`config.mk`:
```
export PLATFORM = sky130hd
export DESIGN_NAME = mdio_mgmt_master
export DESIGN_NICKNAME = d
export VERILOG_FILES = /design/src/rtl/mdio_mgmt_master.sv
export SDC_FILE = /design/constraint.sdc
export NUM_CORES = 1
export LEC_CHECK = 0
export BUFFER_PORTS_ARGS = -buffer_cell sky130_fd_sc_hd__buf_2
export CELL_PAD_IN_SITES_DETAIL_PLACEMENT = 2
export CELL_PAD_IN_SITES_GLOBAL_PLACEMENT = 2
export CORE_UTILIZATION = 30
export DETAILED_ROUTE_END_ITERATION = 8
export HOLD_SLACK_MARGIN = 0.08
export PLACE_DENSITY_LB_ADDON = 0.1
export RECOVER_POWER = 50
export SYNTH_ARGS = -nofsm -noshare
export SYNTH_HDL_FRONTEND = slang
export SYNTH_SLANG_ARGS = --single-unit
```
`constraint.sdc`:
```
create_clock -name clk -period 3 [get_ports clk]
set_clock_uncertainty 0.1 [all_clocks]
set_input_delay 0.6 -clock clk [delete_from_list [all_inputs] [get_ports clk]]
set_output_delay 0.6 -clock clk [all_outputs]
set_load 0.01 [all_outputs]
```
`src/rtl/mdio_mgmt_master.sv`:
```
module mdio_mgmt_master #(
  parameter int IVL_W = 16
) (
  input  logic        clk,
  input  logic        rst_n,
  input  logic        reg_wr,
  input  logic        reg_wsel,
  input  logic [31:0] reg_wdata,
  input  logic        reg_rsel,
  output logic [31:0] reg_rdata,
  output logic        mdc,
  output logic        mdio_o,
  output logic        mdio_oe,
  input  logic        mdio_i,
  output logic        irq
);

  logic [15:0] data_r, rx;
  logic [4:0]  regad_r, phyad_r, cnt;
  logic [2:0]  csel_r;
  logic        rnw_r, pre_r, start_r, ap_r, irq_r, link_r;
  logic        busy_r, fr_rd, fr_sw;
  logic [31:0] fr_word;
  logic [5:0]  pos;
  logic [3:0]  half_r;
  logic [IVL_W-1:0] ivl_lim_r, ivl_cnt;

  function automatic logic [3:0] half_of(input logic [2:0] sel);
    return (sel == 3'd7) ? 4'd14 : {sel, 1'b0} + 4'd2;
  endfunction

  wire ctl_wr  = reg_wr && !reg_wsel;
  wire phy_wr  = reg_wr && reg_wsel;
  wire sw_go   = ctl_wr && reg_wdata[23] && !busy_r;
  wire ap_go   = ap_r && !busy_r && !ctl_wr && (ivl_cnt >= ivl_lim_r);
  wire bit_end = busy_r && (cnt == {half_r, 1'b0} - 5'd1);
  wire rise    = busy_r && (cnt == {1'b0, half_r} - 5'd1);
  wire in_data = fr_rd && pos[5] && (pos[4:0] >= 5'd16);
  wire cur_bit = pos[5] ? fr_word[~pos[4:0]] : 1'b1;
  wire unused_wd = ^reg_wdata[30:29];

  wire launch_rd = sw_go ? reg_wdata[21] : 1'b1;
  wire [4:0] launch_reg = sw_go ? reg_wdata[20:16] : 5'd1;

  assign mdc     = busy_r && (cnt >= {1'b0, half_r});
  assign mdio_oe = busy_r && !(fr_rd && pos[5] && (pos[4:0] >= 5'd14));
  assign mdio_o  = mdio_oe && cur_bit;
  assign irq     = irq_r;
  assign reg_rdata = reg_rsel ? {11'd0, phyad_r, 16'(ivl_lim_r)}
                              : {irq_r, 1'b0, link_r, ap_r, busy_r, csel_r, start_r,
                                 pre_r, rnw_r, regad_r, data_r};

  always_ff @(posedge clk or negedge rst_n) begin
    if (!rst_n) begin
      data_r <= '0; regad_r <= '0; rnw_r <= 1'b0; pre_r <= 1'b0; start_r <= 1'b0;
      csel_r <= '0; ap_r <= 1'b0; irq_r <= 1'b0; link_r <= 1'b0;
      phyad_r <= '0; ivl_lim_r <= '0; ivl_cnt <= '0;
      busy_r <= 1'b0; fr_rd <= 1'b0; fr_sw <= 1'b0; fr_word <= '0;
      pos <= '0; cnt <= '0; half_r <= 4'd2; rx <= '0;
    end else begin
      if (ctl_wr) begin
        ap_r <= reg_wdata[28];
        if (reg_wdata[31]) irq_r <= 1'b0;
        if (!busy_r) begin
          data_r  <= reg_wdata[15:0];
          regad_r <= reg_wdata[20:16];
          rnw_r   <= reg_wdata[21];
          pre_r   <= reg_wdata[22];
          start_r <= reg_wdata[23];
          csel_r  <= reg_wdata[26:24];
        end
      end
      if (phy_wr) begin
        phyad_r   <= reg_wdata[20:16];
        ivl_lim_r <= reg_wdata[IVL_W-1:0];
      end
      if (busy_r || !ap_r || ap_go) ivl_cnt <= '0;
      else if (ivl_cnt < ivl_lim_r) ivl_cnt <= ivl_cnt + 1'b1;

      if (sw_go || ap_go) begin
        busy_r  <= 1'b1;
        fr_sw   <= sw_go;
        fr_rd   <= launch_rd;
        half_r  <= half_of(sw_go ? reg_wdata[26:24] : csel_r);
        pos     <= (sw_go ? reg_wdata[22] : pre_r) ? 6'd32 : 6'd0;
        cnt     <= '0;
        fr_word <= {2'b01, launch_rd ? 2'b10 : 2'b01, phyad_r, launch_reg,
                    launch_rd ? 18'h30000 : {2'b10, reg_wdata[15:0]}};
      end else if (busy_r) begin
        if (rise && in_data) rx <= {rx[14:0], mdio_i};
        if (bit_end) begin
          cnt <= '0;
          if (pos == 6'd63) begin
            busy_r <= 1'b0;
            if (fr_sw) begin
              start_r <= 1'b0;
              if (fr_rd) data_r <= rx;
            end else begin
              link_r <= rx[2];
              if (rx[2] != link_r) irq_r <= 1'b1;
            end
          end else begin
            pos <= pos + 6'd1;
          end
        end else begin
          cnt <= cnt + 5'd1;
        end
      end
    end
  end

  AST_START_NEEDS_BUSY: assert property (@(posedge clk) disable iff (!rst_n)
    start_r |-> busy_r);
  AST_BUSY_WR_IGNORED: assert property (@(posedge clk) disable iff (!rst_n)
    busy_r && ctl_wr |=> $stable(regad_r) && $stable(csel_r) && $stable(rnw_r) && $stable(pre_r));
  AST_POLL_NO_START: assert property (@(posedge clk) disable iff (!rst_n)
    busy_r && !fr_sw |-> !start_r);
  AST_IRQ_HOLD: assert property (@(posedge clk) disable iff (!rst_n)
    irq_r && !(ctl_wr && reg_wdata[31]) |=> irq_r);
  AST_MDC_CNT_RANGE: assert property (@(posedge clk) disable iff (!rst_n)
    busy_r |-> cnt < 5'd28);
  AST_MDIO_ON_FALL: assert property (@(posedge clk) disable iff (!rst_n)
    busy_r && $past(busy_r) && !$fell(mdc) |-> $stable(mdio_o) && $stable(mdio_oe));

endmodule

```
==> implementation parameters <==
Parameter                              Value

Place
  RD Place Congestion    between 0.8 and 0.9
  Port bufs    just under 70
  Detailed placement HPWL    roughly 14,000 um

Detailed routing
  Via count    4,825
  Number of optimization iterations in the first detailed-route pass    4
  Via density    around 5.0
  Average routed wire per standard cell    between 20 and 25 um
  DRC    0
  Total length of routed wires    ~19,000 um
  Number of DRC markers after the initial detailed-route iteration    roughly 150
  Post-route antenna net violation count    0

STA
  Time the worst path needs with I/O delays and setup    roughly 3.1 ns
  Total count of max-transition violations in the final report    22
  Final-report hold violation count    0
  Setup-failing EPs final    1
  TNS Setup    -0.0558 ns
  Setup repair after global routing missed its margin    yes
  Slew Limit Headroom    -0.105
  Final-layout worst hold slack    0.332 ns
  Portion of the clock cycle consumed by the worst path in the final layout    1.02
  Slew at the pin with the worst max-slew slack    ~1.7 ns
  Setup slack of the critical path after layout    -0.0558 ns
  Timing-limited maximum frequency    ~330 MHz

Floorplanning
  Floorplan row count    54
  Initial core utilization    0.305
  Chip height    between 150 and 200 um
  Full die area    approximately 23,000 sq um
  Area of the core region    about 22,000 sq um
  Count of pins on the block boundary    74
  Die width    between 150 and 200 um

Critical path
  Max incr delay on CP    0.52 ns
  Capturing element type of the critical path    output port
  Cell mode on critical path    sky130_fd_sc_hd__mux4_2
  Number of buffers and inverters on the critical path    2
  Data arrival time of the worst path    roughly 2.4 ns
  Worst Path Required    roughly 2.3 ns
  Kind of cell adding the most delay to the critical path    multiplexers
  CP startpoint    pos[0]
  Crit start category    register
  Critical-path cell with the highest stage delay    sky130_fd_sc_hd__mux4_2
  Setup Crit Path Kind    reg2out
  Top fanout value on the critical path    5
  Cell-by-cell trace of the critical path    buf_6 > mux4_2 > mux4_2 > o221a_1 > buf_2
  Startpoint of the worst register-to-register path    ivl_lim_r[15]

Clock network
  TritonCTS clock tree    yes
  Sinks on Clock Net    approximately 130
  Clock Path Buffers    2
  Clock latency on the worst-skew pair    about 0.42 ns
  Register clock-pin slew on the reported worst setup and hold paths    approximately 0.060 ns
  Number of H-tree levels    4
  Clock tree root buffer cell    sky130_fd_sc_hd__clkbuf_16
  Clock buffer count from CTS    17

Layout
  ANT cells    0
  Fill count    about 2,400
  Final-stage net count    726
  Post-synthesis to final-layout area growth    20.9%
  Final standard cell utilization of the core    0.368
  Fraction of layout instances using a drive strength above 1    0.301

GRT
  Number of antenna violations at the first check in global routing    0
  First-pass GRT wire length    about 31,000 um
  GR Util All Layers    0.187
  Number of global-route vias before repair    5,488
  Maximum number of pins on one net before global-route repair    between 60 and 70
  Remaining global-route overflow    0

Power and ir drop
  Final Total Pwr    ~6.9 mW
  Reported leakage power    3.53 nW
  Highest ir drop seen on vdd    slightly above 0.4 mV
  PwrDens    between 800 and 900 nW/um^2

Logic synthesis
  #FFs+latches synth    128
  Mapped cell area    ~6600 sq um
  Number of enable flip-flop cells after synthesis    0
  Yosys warning total    0
  Net count after synthesis    roughly 640
  Gate Count Post-Synth    between 500 and 600
  Proportion of synthesized flip-flops having asynchronous set or reset    1.00
  Flip-flop cell with the highest count after synthesis    sky130_fd_sc_hd__dfrtp_1
  Sequential share of the synthesized area    0.483
  Distinct cell type count of the synthesized netlist    62
  Syn avg cell area    11.4 sq um

Run
  Number of max-cap violations    1

Hold path
  Kind of path behind the tightest hold check    in2reg
  Critical hold path startpoint    reg_wdata[17]

Run status
  Outcome    finished with violations
  Violations in the final reports    capacitance limit, slew limit, setup timing
[placed cells by master (no fill, tap or decap), drive strengths merged, types with 3 or more instances in the layout]
| master | netlist | final |
|---|---|---|
| a21oi | 19 | 19 |
| a22o | 17 | 17 |
| buf | 17 | 85 |
| bufinv | 0 | 3 |
| clkbuf | 13 | 26 |
| clkinv | 0 | 3 |
| clkinvlp | 0 | 6 |
| dfrtp | 127 | 127 |
| ha | 24 | 24 |
| inv | 26 | 27 |
| mux2 | 76 | 76 |
| mux2i | 20 | 20 |
| mux4 | 9 | 9 |
| nand2 | 52 | 52 |
| nand2b | 7 | 7 |
| nand3 | 8 | 8 |
| nand4 | 14 | 14 |
| nor2 | 32 | 32 |
| nor2b | 12 | 12 |
| nor3 | 7 | 7 |
| nor4 | 11 | 11 |
| o21ai | 30 | 30 |
| or3 | 4 | 4 |
| xnor2 | 15 | 15 |
| xor2 | 10 | 10 |
[cell families after synthesis]
| kind of cell | share of synthesized area |
|---|---|
| simple gates | 0.119 |
| flops | 0.483 |
| mux | 0.190 |
| compound gates | 0.0908 |
| buf+inv | 0.0345 |
| xor+xnor | 0.0364 |
| fa+ha+maj | 0.0453 |
| other cells | 0.000566 |
[flip-flops by register name (all words and copies together), names as in the netlist, 3 cells and up]
| signal | count |
|---|---|
| ivl_cnt | 16 |
| regad_r | 5 |
| fr_word | 29 |
| rx | 16 |
| pos | 6 |
| half_r | 3 |
| cnt | 5 |
| csel_r | 3 |
| data_r | 16 |
| ivl_lim_r | 16 |
| phyad_r | 5 |
[Yosys cell counts, types with 4 or more instances]
cell	instances	area [sq um]
sky130_fd_sc_hd__dfrtp_1	127	3180
sky130_fd_sc_hd__mux2_2	61	687
sky130_fd_sc_hd__nand2_1	52	195
sky130_fd_sc_hd__nor2_1	32	120
sky130_fd_sc_hd__inv_1	25	93.8
sky130_fd_sc_hd__ha_1	24	300
sky130_fd_sc_hd__o21ai_1	23	115
sky130_fd_sc_hd__mux2i_1	20	200
sky130_fd_sc_hd__a22o_1	17	149
sky130_fd_sc_hd__a21oi_1	16	80.1
sky130_fd_sc_hd__mux2_1	15	169
sky130_fd_sc_hd__xnor2_1	15	131
sky130_fd_sc_hd__clkbuf_1	13	48.8
sky130_fd_sc_hd__buf_2	12	60.1
sky130_fd_sc_hd__nand4_1	12	75.1
sky130_fd_sc_hd__nor2b_1	12	75.1
sky130_fd_sc_hd__nor4_1	10	62.6
sky130_fd_sc_hd__xor2_1	10	87.6
sky130_fd_sc_hd__mux4_2	9	203
sky130_fd_sc_hd__nand3_1	8	40.0
sky130_fd_sc_hd__nand2b_1	7	43.8
sky130_fd_sc_hd__nor3_1	6	30.0
sky130_fd_sc_hd__o21ai_0	6	30.0
sky130_fd_sc_hd__buf_1	4	15.0
sky130_fd_sc_hd__or3_1	4	25.0
[worst reg2reg max path: stages (launching register included)]
cell and delay [ns]:
sky130_fd_sc_hd__dfrtp_1 0.36, sky130_fd_sc_hd__inv_1 0.10, sky130_fd_sc_hd__ha_1 0.37, sky130_fd_sc_hd__a21oi_2 0.19, sky130_fd_sc_hd__o21a_4 0.17, sky130_fd_sc_hd__nand4_4 0.15, sky130_fd_sc_hd__or3_1 0.48, sky130_fd_sc_hd__or4_1 0.55
sky130_fd_sc_hd__a21oi_1 0.16
[metrics by stage]
stage	cell area, sq um	cells	setup WS [ns]
2_1_floorplan	6630	582	0.388
3_3_place_gp	7420	923	0.324
3_5_place_dp	7420	923	0.274
4_1_cts	8040	957	-0.0856
5_1_grt	8020	957	-0.131
6_report	8020	957	-0.0558
[power by group]
group          total [mW]  internal (mW)  switching [mW]
clock                2.16           1.33           0.828
combinational        1.98           1.05           0.922
sequential           2.73           2.27           0.467
total                6.87           4.65            2.22
[per-layer routing]
layer	routed length [um]	GRT usage
met1	8430	0.229
met2	9960	0.332
met3	548	0.0391
met4	327	0.0520
met5	0	0
[layout make-up]
class,instances,area (sq um),share of cell area
multi-input combinational,398,3200,0.399
clock inverter,13,163,0.0203
sequential,128,3200,0.400
tap,280,350,0.0437
clock buffer,19,443,0.0553
inverter,26,97.6,0.0122
timing repair buffer,93,557,0.0695
[worst paths after layout]
path | cells past startpoint | slack (ns) | to
min reg2reg | 1 | 0.39 | fr_word[28]
max in group asynchronous | 3 | 0.35 | fr_word[29]
max | 5 | -0.06 | mdio_o
min in group asynchronous | 2 | 0.79 | regad_r[0]
max reg2reg | 8 | 0.31 | ivl_cnt[15]
min | 3 | 0.33 | fr_word[19]
[timing repair]
item | in CTS | in global routing
setup endpoints to repair | 1 | 1
resized for setup | 1 | 0
endpoints found under the hold margin | 3 | 0
hold buffers | 1 | 0
setup buffers | 1 | 0
Note: power is estimated with default switching activity, not from simulation.
